===== config.mk =====
export PLATFORM = sky130hd
export DESIGN_NAME = msi_line_ctrl
export DESIGN_NICKNAME = d
export VERILOG_FILES = /design/src/rtl/msi_pkg.sv /design/src/rtl/msi_tag_array.sv /design/src/rtl/msi_req_track.sv /design/src/rtl/msi_line_ctrl.sv
export SDC_FILE = /design/constraint.sdc
export NUM_CORES = 1
export LEC_CHECK = 0
export BUFFER_PORTS_ARGS = -buffer_cell sky130_fd_sc_hd__buf_2
export CAP_MARGIN = 20
export CORE_MARGIN = 4
export CORE_UTILIZATION = 61
export DETAILED_ROUTE_END_ITERATION = 16
export PLACE_DENSITY = 0.82
export SLEW_MARGIN = 10
export SYNTH_ARGS = -nofsm -noshare
export SYNTH_HDL_FRONTEND = slang
export SYNTH_HIERARCHICAL = 1
export SYNTH_SLANG_ARGS = --single-unit

===== constraint.sdc =====
create_clock -name clk -period 4.3 [get_ports clk]
set_input_delay 0.215 -clock clk [delete_from_list [all_inputs] [get_ports clk]]
set_output_delay 0.215 -clock clk [all_outputs]
set_load 0.005 [all_outputs]

===== src/rtl/msi_pkg.sv =====
package msi_pkg;

  typedef enum logic [1:0] {
    ST_I = 2'b00,
    ST_S = 2'b01,
    ST_M = 2'b10
  } line_st_t;

  typedef enum logic [1:0] {
    BQ_NONE = 2'b00,
    BQ_RD   = 2'b01,
    BQ_RDX  = 2'b10,
    BQ_UPG  = 2'b11
  } bus_req_t;

  localparam logic [2:0] SN_NONE  = 3'd0;
  localparam logic [2:0] SN_RD    = 3'd1;
  localparam logic [2:0] SN_RDX   = 3'd2;
  localparam logic [2:0] SN_UPG   = 3'd3;
  localparam logic [2:0] SN_FLUSH = 3'd4;

  function automatic logic f_snoop_present(input logic [2:0] op);
    return (op == SN_RD) || (op == SN_RDX) || (op == SN_UPG) || (op == SN_FLUSH);
  endfunction

  // A processor access hits when no bus transaction is needed.
  function automatic logic f_cpu_hit(input logic is_wr, input line_st_t st);
    return is_wr ? (st == ST_M) : (st != ST_I);
  endfunction

  function automatic bus_req_t f_cpu_bus(input logic is_wr, input line_st_t st);
    if (!is_wr) return BQ_RD;
    return (st == ST_S) ? BQ_UPG : BQ_RDX;
  endfunction

  function automatic line_st_t f_commit_state(input bus_req_t kind);
    return (kind == BQ_RD) ? ST_S : ST_M;
  endfunction

  function automatic line_st_t f_snoop_next(input logic [2:0] op, input line_st_t st);
    case (op)
      SN_RD:          return (st == ST_M) ? ST_S : st;
      SN_RDX, SN_UPG: return ST_I;
      default:        return st;
    endcase
  endfunction

  function automatic logic f_snoop_flush(input logic [2:0] op, input line_st_t st);
    return (st == ST_M) && ((op == SN_RD) || (op == SN_RDX) || (op == SN_UPG));
  endfunction

endpackage


===== src/rtl/msi_tag_array.sv =====
module msi_tag_array
  import msi_pkg::*;
#(
  parameter int LINES = 4,
  parameter int TAG_W = 6,
  localparam int IDX_W = $clog2(LINES)
) (
  input  logic             clk,
  input  logic             rst_n,
  input  logic [IDX_W-1:0] a_idx,
  output logic [TAG_W-1:0] a_tag,
  output line_st_t         a_st,
  input  logic [IDX_W-1:0] b_idx,
  output logic [TAG_W-1:0] b_tag,
  output line_st_t         b_st,
  input  logic [IDX_W-1:0] c_idx,
  output logic [TAG_W-1:0] c_tag,
  output line_st_t         c_st,
  input  logic             wr_en,
  input  logic [IDX_W-1:0] wr_idx,
  input  logic [TAG_W-1:0] wr_tag,
  input  line_st_t         wr_st
);

  logic [TAG_W-1:0] tag_arr [LINES];
  line_st_t         st_arr  [LINES];

  for (genvar g = 0; g < LINES; g++) begin : g_line
    logic [TAG_W-1:0] t_q;
    line_st_t         s_q;
    always_ff @(posedge clk or negedge rst_n) begin
      if (!rst_n) begin
        t_q <= '0;
        s_q <= ST_I;
      end else if (wr_en && (wr_idx == IDX_W'(g))) begin
        t_q <= wr_tag;
        s_q <= wr_st;
      end
    end
    assign tag_arr[g] = t_q;
    assign st_arr[g]  = s_q;
  end

  assign a_tag = tag_arr[a_idx];
  assign a_st  = st_arr[a_idx];
  assign b_tag = tag_arr[b_idx];
  assign b_st  = st_arr[b_idx];
  assign c_tag = tag_arr[c_idx];
  assign c_st  = st_arr[c_idx];

endmodule


===== src/rtl/msi_req_track.sv =====
module msi_req_track
  import msi_pkg::*;
#(
  parameter int ADDR_W = 8
) (
  input  logic              clk,
  input  logic              rst_n,
  input  logic              start,
  input  bus_req_t          start_kind,
  input  logic [ADDR_W-1:0] start_addr,
  input  logic              commit,
  input  logic              kill,
  output logic              pend,
  output bus_req_t          kind_q,
  output logic [ADDR_W-1:0] addr_q
);

  always_ff @(posedge clk or negedge rst_n) begin
    if (!rst_n) begin
      pend   <= 1'b0;
      kind_q <= BQ_NONE;
      addr_q <= '0;
    end else if (commit) begin
      pend   <= 1'b0;
      kind_q <= BQ_NONE;
    end else if (start) begin
      pend   <= 1'b1;
      kind_q <= start_kind;
      addr_q <= start_addr;
    end else if (kill) begin
      kind_q <= BQ_RDX;
    end
  end

endmodule


===== src/rtl/msi_line_ctrl.sv =====
module msi_line_ctrl
  import msi_pkg::*;
#(
  parameter int ADDR_W = 8,
  parameter int LINES  = 4
) (
  input  logic              clk,
  input  logic              rst_n,
  input  logic              cpu_rd,
  input  logic              cpu_wr,
  input  logic [ADDR_W-1:0] cpu_addr,
  output logic              cpu_ready,
  output logic              cpu_hit,
  output logic              cpu_done,
  output logic [1:0]        line_state,
  output logic [1:0]        bus_req,
  output logic [ADDR_W-1:0] bus_addr,
  input  logic              bus_gnt,
  input  logic [2:0]        snp_op,
  input  logic [ADDR_W-1:0] snp_addr,
  output logic              wb_flush,
  output logic [ADDR_W-1:0] wb_addr
);

  localparam int IDX_W = $clog2(LINES);
  localparam int TAG_W = ADDR_W - IDX_W;

  function automatic logic [IDX_W-1:0] f_idx(input logic [ADDR_W-1:0] a);
    return a[IDX_W-1:0];
  endfunction

  function automatic logic [TAG_W-1:0] f_tag(input logic [ADDR_W-1:0] a);
    return a[ADDR_W-1:IDX_W];
  endfunction

  function automatic line_st_t f_eff(input logic [TAG_W-1:0] stored,
                                     input line_st_t st,
                                     input logic [ADDR_W-1:0] a);
    return (stored == f_tag(a)) ? st : ST_I;
  endfunction

  logic [TAG_W-1:0] a_tag, b_tag, c_tag;
  line_st_t         a_raw, b_raw, c_st;
  line_st_t         a_st, b_st;
  logic             pend;
  bus_req_t         kind_q;
  logic [ADDR_W-1:0] addr_q;

  // named internal events
  logic     snp_valid, snp_act, snp_flush, snp_kill;
  line_st_t snp_nxt;
  logic     commit, evict_flush;
  logic     cpu_acc, cpu_is_wr, hit_now, start;
  bus_req_t start_kind;
  logic     arr_we;
  logic [IDX_W-1:0] arr_idx;
  logic [TAG_W-1:0] arr_tag;
  line_st_t arr_st;

  msi_tag_array #(.LINES(LINES), .TAG_W(TAG_W)) u_arr (
    .clk    (clk),
    .rst_n  (rst_n),
    .a_idx  (f_idx(cpu_addr)),
    .a_tag  (a_tag),
    .a_st   (a_raw),
    .b_idx  (f_idx(snp_addr)),
    .b_tag  (b_tag),
    .b_st   (b_raw),
    .c_idx  (f_idx(addr_q)),
    .c_tag  (c_tag),
    .c_st   (c_st),
    .wr_en  (arr_we),
    .wr_idx (arr_idx),
    .wr_tag (arr_tag),
    .wr_st  (arr_st)
  );

  msi_req_track #(.ADDR_W(ADDR_W)) u_req (
    .clk        (clk),
    .rst_n      (rst_n),
    .start      (start),
    .start_kind (start_kind),
    .start_addr (cpu_addr),
    .commit     (commit),
    .kill       (snp_kill),
    .pend       (pend),
    .kind_q     (kind_q),
    .addr_q     (addr_q)
  );

  assign a_st = f_eff(a_tag, a_raw, cpu_addr);
  assign b_st = f_eff(b_tag, b_raw, snp_addr);

  // bus side
  assign commit      = pend && bus_gnt;
  assign snp_valid   = f_snoop_present(snp_op) && !commit;
  assign snp_act     = snp_valid && (b_st != ST_I);
  assign snp_nxt     = f_snoop_next(snp_op, b_st);
  assign snp_flush   = snp_act && f_snoop_flush(snp_op, b_st);
  assign snp_kill    = snp_act && pend && (kind_q == BQ_UPG) &&
                       (snp_addr == addr_q) && (snp_nxt == ST_I);
  assign evict_flush = commit && (c_st == ST_M) && (c_tag != f_tag(addr_q));

  // processor side
  assign cpu_ready  = !pend && !f_snoop_present(snp_op);
  assign cpu_acc    = cpu_ready && (cpu_rd || cpu_wr);
  assign cpu_is_wr  = cpu_wr;
  assign hit_now    = cpu_acc && f_cpu_hit(cpu_is_wr, a_st);
  assign start      = cpu_acc && !hit_now;
  assign start_kind = f_cpu_bus(cpu_is_wr, a_st);

  // array write port: snoop update or refill commit (never both)
  always_comb begin
    arr_we  = 1'b0;
    arr_idx = f_idx(addr_q);
    arr_tag = f_tag(addr_q);
    arr_st  = f_commit_state(kind_q);
    if (snp_act) begin
      arr_we  = 1'b1;
      arr_idx = f_idx(snp_addr);
      arr_tag = f_tag(snp_addr);
      arr_st  = snp_nxt;
    end else if (commit) begin
      arr_we  = 1'b1;
    end
  end

  assign cpu_hit    = hit_now;
  assign cpu_done   = hit_now || commit;
  assign line_state = a_st;
  assign bus_req    = kind_q;
  assign bus_addr   = addr_q;
  assign wb_flush   = snp_flush || evict_flush;
  assign wb_addr    = snp_flush ? snp_addr : {c_tag, f_idx(addr_q)};

endmodule


==> impl_results.rst, run 1 <==
.. list-table::
   :header-rows: 1

   * - Metric
     - Value
   * - Status
     - finished clean
   * - Cell-internal power
     - 0.00154 W
   * - Clock tree sinks
     - 43
   * - Reg-to-reg setup timing slack
     - 1050 ps
   * - Largest driver fanout on the critical path
     - 8
   * - Global route total overflow
     - 0
   * - DP HPWL
     - 4960 um
   * - Antenna violations before repair
     - 0
   * - Number of vias in the routed layout
     - 2052
   * - Proportion of total power due to net switching
     - 0.366
   * - Mapped cell area
     - 2950 um^2
   * - Logic pwr share
     - 0.508
   * - TritonRoute pass-1 iters
     - 4
   * - Clock root buffer
     - sky130_fd_sc_hd__clkbuf_8
   * - Top cell type by total area after synthesis
     - sky130_fd_sc_hd__dfrtp_1
   * - Crit path buf inv count
     - 0
   * - Core Footprint
     - 4690 um^2
   * - Global Route Usage Sum
     - 0.253
   * - Time the worst path needs with I/O delays and setup
     - 3250 ps
   * - Sequential share of power
     - 0.356
   * - Horizontal die dimension
     - 77.5 um
   * - Signed area change from the synthesized netlist to the final layout
     - 12.9%
   * - Most common cell in the synthesized netlist
     - sky130_fd_sc_hd__dfrtp_1
   * - Worst slew margin relative to its limit
     - 0.362
   * - Routed Wire Length
     - 7030 um
   * - Gate Count Post-Synth
     - 210
   * - Final period utilization
     - 0.755
   * - Io pins
     - 48
   * - Effective utilization at floorplan
     - 0.629
   * - Endpoint type of the worst setup path
     - register
   * - Setup Crit Path Kind
     - reg2reg
   * - Cell types occupying the most area after synthesis
     - sky130_fd_sc_hd__dfrtp_1 (36%), sky130_fd_sc_hd__mux4_2 (18%), sky130_fd_sc_hd__mux2_2 (16%), sky130_fd_sc_hd__mux2_4 (7.1%), sky130_fd_sc_hd__xnor2_1 (5.0%)
   * - Register area share after synthesis
     - 0.365
   * - Clk_lat worst skew
     - 300 ps
   * - Hold-fix buffer count after cts
     - 0
   * - Predominant post-synthesis flop cell
     - sky130_fd_sc_hd__dfrtp_1
   * - Leakage
     - 1.48 nW
   * - Class of the most critical hold timing path
     - in2async
   * - Seq cells post-synth
     - 43
   * - Weighted congestion at the end of routability-driven global placement
     - 0.835
   * - Quantity of gates resized following cts
     - 0
   * - Worst path setup slack after routing
     - 1050 ps
   * - Vertical extent of the die
     - 77.5 um
   * - Number of global-route vias before repair
     - 2158
   * - Switching power of the nets
     - 0.000891 W
   * - PD cells
     - 732 nW/um^2
   * - Setup-violating endpoint count in the final report
     - 0
   * - Dominant delay contributor by cell family on the critical path
     - multiplexers
   * - Post-DR wirelength/cell
     - 22.5 um
   * - Unrepaired setup endpoints after global routing
     - no
   * - Fraction of layout instances using a drive strength above 1
     - 0.566
   * - Antenna cell count
     - 0
   * - # H-tree levels
     - 2
   * - Net count after synthesis
     - 234
   * - FFs w/ async S/R, synth
     - 1.00
   * - Req. time, crit path
     - 4490 ps
   * - Layout net count
     - 281
   * - Clock tree from TritonCTS
     - built
   * - Wire length of the first global-routing pass
     - 11500 um
   * - Top-area cell type share of the netlist area
     - 0.365
   * - Hold Violations, Final
     - 0
   * - Clock transition at the register clock pins on the worst setup and hold paths after CTS
     - 90 ps
   * - Distinct cell type count of the synthesized netlist
     - 39
   * - Worst IR Drop VDD
     - 0.323 mV
   * - Layout filler cell count
     - 335
   * - Mean area per synthesized cell
     - 14.0 um^2
   * - Synth Warn #
     - 6
   * - Setup Slack @ Placement
     - 852 ps
   * - Largest net degree at the start of global routing
     - 44
   * - Most numerous cell types in the synthesized netlist
     - sky130_fd_sc_hd__dfrtp_1 (43), sky130_fd_sc_hd__mux2_2 (42), sky130_fd_sc_hd__mux4_2 (24)
   * - Count of final max-slew check failures
     - 0
   * - CTS max path bufs
     - 2
   * - Count of buffers inserted at the top-level ports
     - 47
   * - Antenna Violating Nets Remaining
     - 0
   * - Crit-path max cell delay
     - 490 ps
   * - Max stage delay cell, worst path
     - sky130_fd_sc_hd__mux4_2
   * - Cell Chain, Critical Path
     - mux4_2, xnor2_1, nand4_1, nor3_2, o2111ai_2, mux2_4, nor3b_4, mux2_2
   * - # Max-Cap Violations
     - 0
   * - Portion of total power attributed to the clock network
     - 0.136
   * - Clk_skew
     - 11.0 ps
   * - 1st-iter DRT viols
     - 114
   * - DRC
     - 0
   * - TritonCTS buffer count
     - 5
   * - Worst path arrival time
     - 3440 ps
   * - CP Launch Type
     - register
   * - Total negative slack
     - 0 ps
   * - Worst-margin pin slew
     - 957 ps
   * - Site Rows
     - 25
   * - Setup bufs post-CTS
     - 0
   * - Area of the die
     - 6010 um^2
   * - Number of enable flip-flop cells after synthesis
     - 0
   * - Vias per std cell
     - 6.58
   * - Maximum operating frequency
     - 308 MHz
## power groups by stage
stage          clock (W)  sequential, W  combinational (W)
6_report        0.000331       0.000866            0.00124
5_1_grt         0.000355       0.000902            0.00133
4_1_cts         0.000332       0.000863            0.00124
3_5_place_dp           0       0.000870            0.00123
3_3_place_gp           0       0.000855            0.00121
2_1_floorplan          0       0.000763           0.000974
## flip-flops by register name, indices dropped and copies added (netlist names)
signal,flops
u_arr/g_line.s_q,8
u_arr/g_line.t_q,24
u_req/kind_q,2
u_req/pend,1
u_req/addr_q,8
## stage by stage
step | hold slack, ps | area [um^2] | instances | utilization | power, W
6_report | 51.3 | 3330 | 312 | 0.709 | 0.00243
5_1_grt | 125 | 3330 | 312 | 0.709 | 0.00259
4_1_cts | 90.1 | 3330 | 312 | 0.709 | 0.00244
3_5_place_dp | 418 | 3210 | 304 | 0.684 | 0.00210
3_3_place_gp | 418 | 3210 | 304 | 0.684 | 0.00206
2_1_floorplan | -80.6 | 2950 | 210 | - | 0.00174
## layer usage
metal / share of wire / GRT usage / vias up / wire length [um]
li1: - / - / 906 / -
met1: 0.41 / 0.330 / 1054 / 2890
met2: 0.50 / 0.430 / 82 / 3550
met3: 0.066 / 0.0476 / 10 / 463
met5: 0 / 0 / - / 0
met4: 0.018 / 0.0801 / 0 / 128
## cell type report
cell class | instances | area, um^2 | area share
clock buffers | 6 | 82.6 | 0.0248
clock inverters | 2 | 35.0 | 0.0105
inverters | 5 | 18.8 | 0.00564
multi-input cells | 154 | 1810 | 0.542
flip-flops and latches | 43 | 1080 | 0.323
well taps | 54 | 67.6 | 0.0203
repair buffers | 48 | 243 | 0.0729
## layout by cell type (no fill, tap or decap), types with 2 or more instances in the layout
| master | n |
|---|---|
| sky130_fd_sc_hd__nor4_1 | 2 |
| sky130_fd_sc_hd__inv_1 | 5 |
| sky130_fd_sc_hd__nand2_1 | 4 |
| sky130_fd_sc_hd__nor2_1 | 5 |
| sky130_fd_sc_hd__a21oi_1 | 2 |
| sky130_fd_sc_hd__mux2_2 | 42 |
| sky130_fd_sc_hd__o41ai_1 | 2 |
| sky130_fd_sc_hd__dfrtp_1 | 43 |
| sky130_fd_sc_hd__nand3b_2 | 2 |
| sky130_fd_sc_hd__mux2_4 | 14 |
| sky130_fd_sc_hd__xnor2_1 | 17 |
| sky130_fd_sc_hd__nor3_1 | 5 |
| sky130_fd_sc_hd__xor2_1 | 10 |
| sky130_fd_sc_hd__nand4_1 | 4 |
| sky130_fd_sc_hd__mux4_2 | 24 |
| sky130_fd_sc_hd__clkbuf_8 | 6 |
| sky130_fd_sc_hd__buf_2 | 47 |
## logic make-up after synthesis
family	after synthesis	synth area share
compound gates	11	0.0310
xor+xnor	27	0.0802
mux	81	0.418
flops	43	0.365
simple gates	35	0.0827
buf+inv	13	0.0229
## worst reg2reg max path, delay by kind of cell, from the launching register on
family / cells / cell delay, ps
muxes: 3 / 1320
and+or+nand+nor: 3 / 860
DFF: 1 / 420
AOI/OAI and AO/OA: 1 / 340
xor gates and xnor gates: 1 / 200
## path summary, 6_finish.rpt
path	startpoint	endpoint	cells after the start
setup / recovery	u_arr/g_line[3].t_q[1]	u_arr/g_line[0].t_q[3]	8
min in group clk	cpu_addr[5]	u_req/addr_q[5]	2
setup reg to reg	u_arr/g_line[3].t_q[1]	u_arr/g_line[0].t_q[3]	8
hold reg to reg	u_arr/g_line[3].t_q[0]	u_arr/g_line[3].t_q[0]	1
hold / removal	rst_n	u_req/pend	1
max in group asynchronous	rst_n	u_req/addr_q[7]	1
(Power assumes the default switching activity.)
==> run 2: changes to the inputs <==
Settings changed: CORE_UTILIZATION 61 to 57, PLACE_DENSITY 0.82 to 0.77.
Clock period 4.3 ns to 3 ns, I/O delays scaled along.
==> impl_results.rst, run 2 (synthesis results as in run 1) <==
.. list-table::
   :header-rows: 1

   * - Metric
     - Value
   * - Max stage delay cell, worst path
     - sky130_fd_sc_hd__mux4_2 (unchanged)
   * - Setup bufs post-CTS
     - 0 (unchanged)
   * - Clk_lat worst skew
     - 300 ps (about the same)
   * - Number of vias in the routed layout
     - 2100 (was 2052)
   * - Req. time, crit path
     - 3180 ps (was 4490 ps)
   * - Fraction of layout instances using a drive strength above 1
     - 0.583 (was 0.566)
   * - Most frequent cells in the layout
     - sky130_fd_sc_hd__buf_2 (47), sky130_fd_sc_hd__dfrtp_1 (43), sky130_fd_sc_hd__mux2_2 (42), sky130_fd_sc_hd__mux4_2 (24), sky130_fd_sc_hd__xnor2_1 (16) (was sky130_fd_sc_hd__buf_2 (47), sky130_fd_sc_hd__dfrtp_1 (43), sky130_fd_sc_hd__mux2_2 (42), sky130_fd_sc_hd__mux4_2 (24), sky130_fd_sc_hd__xnor2_1 (17))
   * - Worst flop-to-flop path startpoint
     - u_arr/g_line[3].t_q[1] (unchanged)
   * - Crit-path max cell delay
     - 480 ps (was 490 ps)
   * - # H-tree levels
     - 2 (unchanged)
   * - Reg-to-reg setup timing slack
     - 100 ps (was 1050 ps)
   * - Worst path arrival time
     - 3080 ps (was 3440 ps)
   * - Hold Violations, Final
     - 8 (was 0)
   * - Hold_ws
     - -8.11 ps (was 51.3 ps)
   * - Worst IR Drop VDD
     - 0.540 mV (was 0.323 mV)
   * - Total negative slack
     - 0 ps (unchanged)
   * - Vias per std cell
     - 6.31 (was 6.58)
   * - Layout net count
     - 289 (was 281)
   * - Cell Chain, Critical Path
     - mux4_2, xnor2_1, nand4_1, nor3_2, o2111ai_2, mux2_2, nand3b_2, mux2_2 (was mux4_2, xnor2_1, nand4_1, nor3_2, o2111ai_2, mux2_4, nor3b_4, mux2_2)
   * - Clock root buffer
     - sky130_fd_sc_hd__clkbuf_8 (unchanged)
   * - Weighted congestion at the end of routability-driven global placement
     - 0.851 (was 0.835)
   * - Wire length of the first global-routing pass
     - 11100 um (was 11500 um)
   * - DRC
     - 0 (unchanged)
   * - Worst path setup slack after routing
     - 96.1 ps (was 1050 ps)
   * - Antenna Violating Nets Remaining
     - 0 (unchanged)
   * - Clock tree sinks
     - 43 (unchanged)
   * - Antenna cell count
     - 0 (unchanged)
   * - Core Footprint
     - 4880 um^2 (was 4690 um^2)
   * - Setup Slack @ Placement
     - -12.9 ps (was 852 ps)
   * - Failing checks
     - negative hold slack
   * - Io pins
     - 48 (unchanged)
   * - CP Launch Type
     - register (unchanged)
   * - Count of final max-slew check failures
     - 0 (unchanged)
   * - Effective utilization at floorplan
     - 0.604 (was 0.629)
   * - Clock transition at the register clock pins on the worst setup and hold paths after CTS
     - 80 ps (was 90 ps)
   * - Clk_skew
     - 9.32 ps (was 11.0 ps)
   * - Clock tree from TritonCTS
     - built (unchanged)
   * - Site Rows
     - 25 (unchanged)
   * - Worst-margin pin slew
     - 946 ps (was 957 ps)
   * - Final period utilization
     - 0.968 (was 0.755)
   * - Count of cells along the worst register-to-register path
     - 8 (unchanged)
   * - Worst slew margin relative to its limit
     - 0.369 (was 0.362)
   * - Global Route Usage Sum
     - 0.237 (was 0.253)
   * - Horizontal die dimension
     - 79.9 um (was 77.5 um)
   * - Layout filler cell count
     - 363 (was 335)
   * - Quantity of gates resized following cts
     - 0 (unchanged)
   * - # Max-Cap Violations
     - 0 (unchanged)
   * - Routed Wire Length
     - 7000 um (was 7030 um)
   * - DP HPWL
     - 5140 um (was 4960 um)
   * - Count of buffers inserted at the top-level ports
     - 47 (unchanged)
   * - Signed area change from the synthesized netlist to the final layout
     - 16.0% (was 12.9%)
   * - Time the worst path needs with I/O delays and setup
     - 2900 ps (was 3250 ps)
   * - Maximum operating frequency
     - 344 MHz (was 308 MHz)
   * - Global route total overflow
     - 0 (unchanged)
   * - TritonCTS buffer count
     - 5 (unchanged)
   * - Status
     - finished with violations (was finished clean)
   * - Setup Crit Path Kind
     - reg2reg (unchanged)
   * - 1st-iter DRT viols
     - 141 (was 114)
   * - Unrepaired setup endpoints after global routing
     - yes (was no)
   * - TritonRoute pass-1 iters
     - 4 (unchanged)
   * - Largest registers
     - u_arr/g_line.t_q x24, u_arr/g_line.s_q x8, u_req/addr_q x8 (unchanged)
   * - Endpoint type of the worst setup path
     - register (unchanged)
   * - Register with the most flip-flops
     - u_arr/g_line.t_q (unchanged)
   * - Dominant cell type by count on the critical path
     - sky130_fd_sc_hd__mux2_2
   * - Class of the most critical hold timing path
     - in2async (unchanged)
   * - CTS max path bufs
     - 2 (unchanged)
   * - Hold-fix buffer count after cts
     - 0 (unchanged)
   * - Largest driver fanout on the critical path
     - 8 (unchanged)
   * - Post-DR wirelength/cell
     - 21.0 um (was 22.5 um)
   * - Final Total Pwr
     - 0.00348 W (was 0.00243 W)
   * - Crit path buf inv count
     - 0 (unchanged)
   * - Antenna violations before repair
     - 0 (unchanged)
   * - Number of global-route vias before repair
     - 2108 (was 2158)
   * - Worst path depth
     - 8 (unchanged)
   * - Area of the die
     - 6390 um^2 (was 6010 um^2)
   * - Dominant delay contributor by cell family on the critical path
     - multiplexers (unchanged)
   * - Setup-violating endpoint count in the final report
     - 0 (unchanged)
   * - Most common library cell in the layout ignoring fill and taps
     - sky130_fd_sc_hd__buf_2 (unchanged)
   * - Number of flip-flops in the largest register
     - 24 (unchanged)
   * - PD cells
     - 1020 nW/um^2 (was 732 nW/um^2)
   * - Cell count after placement
     - 325 (was 304)
   * - Leakage
     - 1.52 nW (was 1.48 nW)
   * - Number of non-filler instances in the completed layout
     - 333 (was 312)
   * - Largest net degree at the start of global routing
     - 44 (unchanged)
   * - Endpoint of the most critical register-to-register path
     - u_arr/g_line[1].t_q[4] (was u_arr/g_line[0].t_q[3])
   * - Vertical extent of the die
     - 79.9 um (was 77.5 um)
## run 2: how the worst max path moves through the flow
stage | endpoint | startpoint | slack [ps]
CTS | u_arr/g_line[3].t_q[5] | u_arr/g_line[3].t_q[1] | 20
floorplan | u_arr/g_line[0].s_q[0] | u_arr/g_line[3].t_q[0] | 70
global placement | u_arr/g_line[2].t_q[4] | snp_addr[0] | 20
detailed placement | u_arr/g_line[3].t_q[5] | snp_addr[0] | -10
global route | u_arr/g_line[0].t_q[1] | u_arr/g_line[3].t_q[0] | -6
finish | u_arr/g_line[1].t_q[4] | u_arr/g_line[3].t_q[1] | 100
## run 2: metrics by stage
step | hold slack [ps] | util | cell area [um^2]
final | -8.11 | 0.701 | 3420
after global routing | 77.7 | 0.701 | 3420
after CTS | 34.7 | 0.694 | 3390
after detailed placement | 357 | 0.674 | 3290
after global placement | 353 | 0.674 | 3290
after floorplan | -146 | - | 2950
## run 2: area by class of cell
cell class                 instances  area (um^2)  area share
clock buffer                       8          100      0.0293
inverter                           5         18.8     0.00548
multi-input combinational        154         1840       0.538
sequential                        43         1080       0.314
tap                               67         83.8      0.0245
timing repair buffer              56          303      0.0885
## run 2: report_power, final
part | switching, W | leakage (nW) | total, W | internal (W)
sequential | 0.000386 | 0.517 | 0.00125 | 0.000862
combinational | 0.000717 | 0.949 | 0.00183 | 0.00111
clock | 0.000191 | 0.0515 | 0.000402 | 0.000210
total | 0.00129 | 1.52 | 0.00348 | 0.00219
## run 2: worst register-to-register path, stage by stage (launching register included)
cell,delay (ps)
sky130_fd_sc_hd__dfrtp_1,410
sky130_fd_sc_hd__mux4_2,490
sky130_fd_sc_hd__xnor2_1,210
sky130_fd_sc_hd__nand4_1,130
sky130_fd_sc_hd__nor3_2,190
sky130_fd_sc_hd__o2111ai_2,230
sky130_fd_sc_hd__mux2_2,380
sky130_fd_sc_hd__nand3b_2,390
sky130_fd_sc_hd__mux2_2,360
## run 2: routing by layer
| metal | vias to the layer above | part of all wire | GRT usage |
|---|---|---|---|
| met5 | - | 0 | 0 |
| met4 | 0 | 0.016 | 0.0591 |
| met3 | 13 | 0.092 | 0.0655 |
| met2 | 115 | 0.48 | 0.393 |
| met1 | 1055 | 0.41 | 0.308 |
| li1 | 917 | - | - |
==> run 3: changes to the inputs <==
Settings changed: PLACE_DENSITY 0.77 to not set, PLACE_DENSITY_LB_ADDON set to 0.1.
==> impl_results.rst, run 3 (synthesis results as in run 1) <==
.. list-table::
   :header-rows: 1

   * - Metric
     - Value
   * - Layout filler cell count
     - 346 (was 363)
   * - Switching power of the nets
     - 0.00131 W (was 0.00129 W)
   * - Sequential share of power
     - 0.336 (was 0.358)
   * - Area of combinational cells with multiple inputs
     - 1820 um^2 (was 1840 um^2)
   * - # Max-Cap Violations
     - 0 (unchanged)
   * - Wire length of the first global-routing pass
     - 12000 um (was 11100 um)
   * - Most common library cell in the layout ignoring fill and taps
     - sky130_fd_sc_hd__buf_2 (unchanged)
   * - Post-DR wirelength/cell
     - 21.4 um (was 21.0 um)
   * - Clock root buffer
     - sky130_fd_sc_hd__clkbuf_8 (unchanged)
   * - Global Route Usage Sum
     - 0.252 (was 0.237)
   * - Clock transition at the register clock pins on the worst setup and hold paths after CTS
     - 90 ps (was 80 ps)
   * - Logic pwr share
     - 0.518 (was 0.526)
   * - Clk_skew
     - 16.1 ps (was 9.32 ps)
   * - Largest registers
     - u_arr/g_line.t_q x24, u_arr/g_line.s_q x8, u_req/addr_q x8 (unchanged)
   * - Register with the most flip-flops
     - u_arr/g_line.t_q (unchanged)
   * - Req. time, crit path
     - 3180 ps (about the same)
   * - Most frequent cells in the layout
     - sky130_fd_sc_hd__buf_2 (47), sky130_fd_sc_hd__dfrtp_1 (43), sky130_fd_sc_hd__mux2_2 (42), sky130_fd_sc_hd__mux4_2 (24), sky130_fd_sc_hd__buf_4 (18) (was sky130_fd_sc_hd__buf_2 (47), sky130_fd_sc_hd__dfrtp_1 (43), sky130_fd_sc_hd__mux2_2 (42), sky130_fd_sc_hd__mux4_2 (24), sky130_fd_sc_hd__xnor2_1 (16))
   * - Number of non-filler instances in the completed layout
     - 343 (was 333)
   * - Site Rows
     - 25 (unchanged)
   * - Portion of total power attributed to the clock network
     - 0.146 (was 0.115)
   * - Horizontal die dimension
     - 79.9 um (unchanged)
   * - Max stage delay cell, worst path
     - sky130_fd_sc_hd__mux4_2 (unchanged)
   * - Sequential cell area in the final layout
     - 1080 um^2 (unchanged)
   * - DP HPWL
     - 5460 um (was 5140 um)
   * - Endpoint type of the worst setup path
     - register (unchanged)
   * - Clock tree sinks
     - 43 (unchanged)
   * - TritonRoute pass-1 iters
     - 4 (unchanged)
   * - Core Footprint
     - 4880 um^2 (unchanged)
   * - Worst path arrival time
     - 3030 ps (was 3080 ps)
   * - Fraction of layout instances using a drive strength above 1
     - 0.594 (was 0.583)
   * - Weighted congestion at the end of routability-driven global placement
     - 0.839 (was 0.851)
   * - Count of final max-slew check failures
     - 0 (unchanged)
   * - Largest driver fanout on the critical path
     - 8 (unchanged)
   * - Class of the most critical hold timing path
     - in2async (unchanged)
   * - Cell count after placement
     - 334 (was 325)
   * - Leakage
     - 1.57 nW (was 1.52 nW)
   * - Area of the die
     - 6390 um^2 (unchanged)
   * - Routed Wire Length
     - 7360 um (was 7000 um)
   * - Cell-internal power
     - 0.00235 W (was 0.00219 W)
   * - PD cells
     - 1040 nW/um^2 (was 1020 nW/um^2)
   * - Clk_lat worst skew
     - 300 ps (about the same)
   * - Crit-path max cell delay
     - 480 ps (about the same)
   * - Worst IR Drop VDD
     - 0.657 mV (was 0.540 mV)
   * - Io pins
     - 48 (unchanged)
   * - Time the worst path needs with I/O delays and setup
     - 2850 ps (was 2900 ps)
   * - Worst-margin pin slew
     - 971 ps (was 946 ps)
   * - 1st-iter DRT viols
     - 136 (was 141)
   * - Dominant cell type by count on the critical path
     - sky130_fd_sc_hd__mux2_2 (unchanged)
   * - Hold-fix buffer count after cts
     - 0 (unchanged)
   * - Antenna Violating Nets Remaining
     - 0 (unchanged)
   * - Area of all placed cells without fillers
     - 3520 um^2 (was 3420 um^2)
   * - Antenna cell count
     - 0 (unchanged)
   * - Proportion of total power due to net switching
     - 0.358 (was 0.372)
   * - Antenna violations before repair
     - 0 (unchanged)
   * - Setup-violating endpoint count in the final report
     - 0 (unchanged)
   * - Signed area change from the synthesized netlist to the final layout
     - 19.3% (was 16.0%)
   * - Cell Chain, Critical Path
     - mux4_2, xnor2_1, nand4_1, nor3_2, o2111ai_2, mux2_2, buf_4, nand3_2, mux2_2 (was mux4_2, xnor2_1, nand4_1, nor3_2, o2111ai_2, mux2_2, nand3b_2, mux2_2)
   * - Number of flip-flops in the largest register
     - 24 (unchanged)
   * - Area of placed instances
     - 3370 um^2 (was 3290 um^2)
   * - Vias per std cell
     - 6.19 (was 6.31)
   * - Setup Crit Path Kind
     - reg2reg (unchanged)
   * - Status
     - finished clean (was finished with violations)
   * - CTS max path bufs
     - 2 (unchanged)
   * - Hold Violations, Final
     - 0 (was 8)
   * - Count of buffers inserted at the top-level ports
     - 47 (unchanged)
   * - Worst slew margin relative to its limit
     - 0.353 (was 0.369)
   * - CP Launch Type
     - register (unchanged)
   * - Global route total overflow
     - 0 (unchanged)
   * - # H-tree levels
     - 2 (unchanged)
   * - Effective utilization at floorplan
     - 0.604 (unchanged)
   * - Number of vias in the routed layout
     - 2122 (was 2100)
   * - Number of global-route vias before repair
     - 2178 (was 2108)
   * - Worst path setup slack after routing
     - 147 ps (was 96.1 ps)
   * - Layout net count
     - 299 (was 289)
   * - Unrepaired setup endpoints after global routing
     - no (was yes)
   * - Hold_ws
     - 2.63 ps (was -8.11 ps)
   * - TritonCTS buffer count
     - 5 (unchanged)
   * - Vertical extent of the die
     - 79.9 um (unchanged)
   * - Maximum operating frequency
     - 351 MHz (was 344 MHz)
   * - Largest net degree at the start of global routing
     - 44 (unchanged)
   * - DRC
     - 0 (unchanged)
   * - Setup Slack @ Placement
     - -33.2 ps (was -12.9 ps)
   * - Final period utilization
     - 0.951 (was 0.968)
   * - Clock tree from TritonCTS
     - built (unchanged)
-- run 3: cell count changes in the layout (fill, tap and decap cells not counted), sizes merged --
cell,previous run,this run
clkbuf,8,6
bufinv,0,2
buf,56,66
-- run 3: through the flow --
step / utilization / setup TNS [ps] / total power (W)
after floorplan: - / 0 / 0.00249
after global placement: 0.690 / 0 / 0.00306
after detailed placement: 0.690 / -144 / 0.00311
after CTS: 0.717 / 0 / 0.00366
after global routing: 0.721 / 0 / 0.00389
final: 0.721 / 0 / 0.00366
-- run 3: metal layers --
layer,vias up,routed length (um),global-route usage
met2,81,3540,0.403
met3,10,577,0.0395
li1,940,-,-
met4,0,102,0.0743
met1,1091,3140,0.355
met5,-,0,0
-- run 3: worst max-delay path, delay by kind of cell, from the launching register on --
kind            cells  cell delay, ps
mux                 3            1220
flops               1             420
simple gates        3             530
compound gates      1             210
xor+xnor            1             190
buf+inv             1             160
-- run 3: final cells by class --
type                    instances  share of cell area
multi-input cells             154               0.516
clock buffers                   6              0.0206
clock inverters                 2              0.0171
repair buffers                 66               0.111
well taps                      67              0.0238
inverters                       5             0.00533
flip-flops and latches         43               0.306
-- run 3: timing repair --
action,4_1_cts,5_1_grt
endpoints found under the setup margin,0,40
gates resized for setup,0,2
buffers inserted,0,1
-- run 3: power groups by stage --
stage / logic, W / registers, W / clock network, W
floorplan: 0.00140 / 0.00109 / 0
global placement: 0.00184 / 0.00122 / 0
detailed placement: 0.00187 / 0.00124 / 0
CTS: 0.00189 / 0.00122 / 0.000545
global route: 0.00204 / 0.00128 / 0.000564
finish: 0.00190 / 0.00123 / 0.000533
-- run 3: path summary, 6_finish.rpt --
check / from / end / slack [ps] / depth (start not counted)
worst min register to register: u_arr/g_line[3].t_q[4] / u_arr/g_line[3].t_q[4] / 550 / 1
min in group clk: cpu_addr[4] / u_req/addr_q[4] / 110 / 2
worst min-delay path: rst_n / u_req/addr_q[4] / 3 / 1
worst max-delay path: u_arr/g_line[2].t_q[1] / u_arr/g_line[3].t_q[3] / 150 / 9
max in group asynchronous: rst_n / u_arr/g_line[3].t_q[3] / 2400 / 1
worst max register to register: u_arr/g_line[2].t_q[1] / u_arr/g_line[3].t_q[3] / 150 / 9
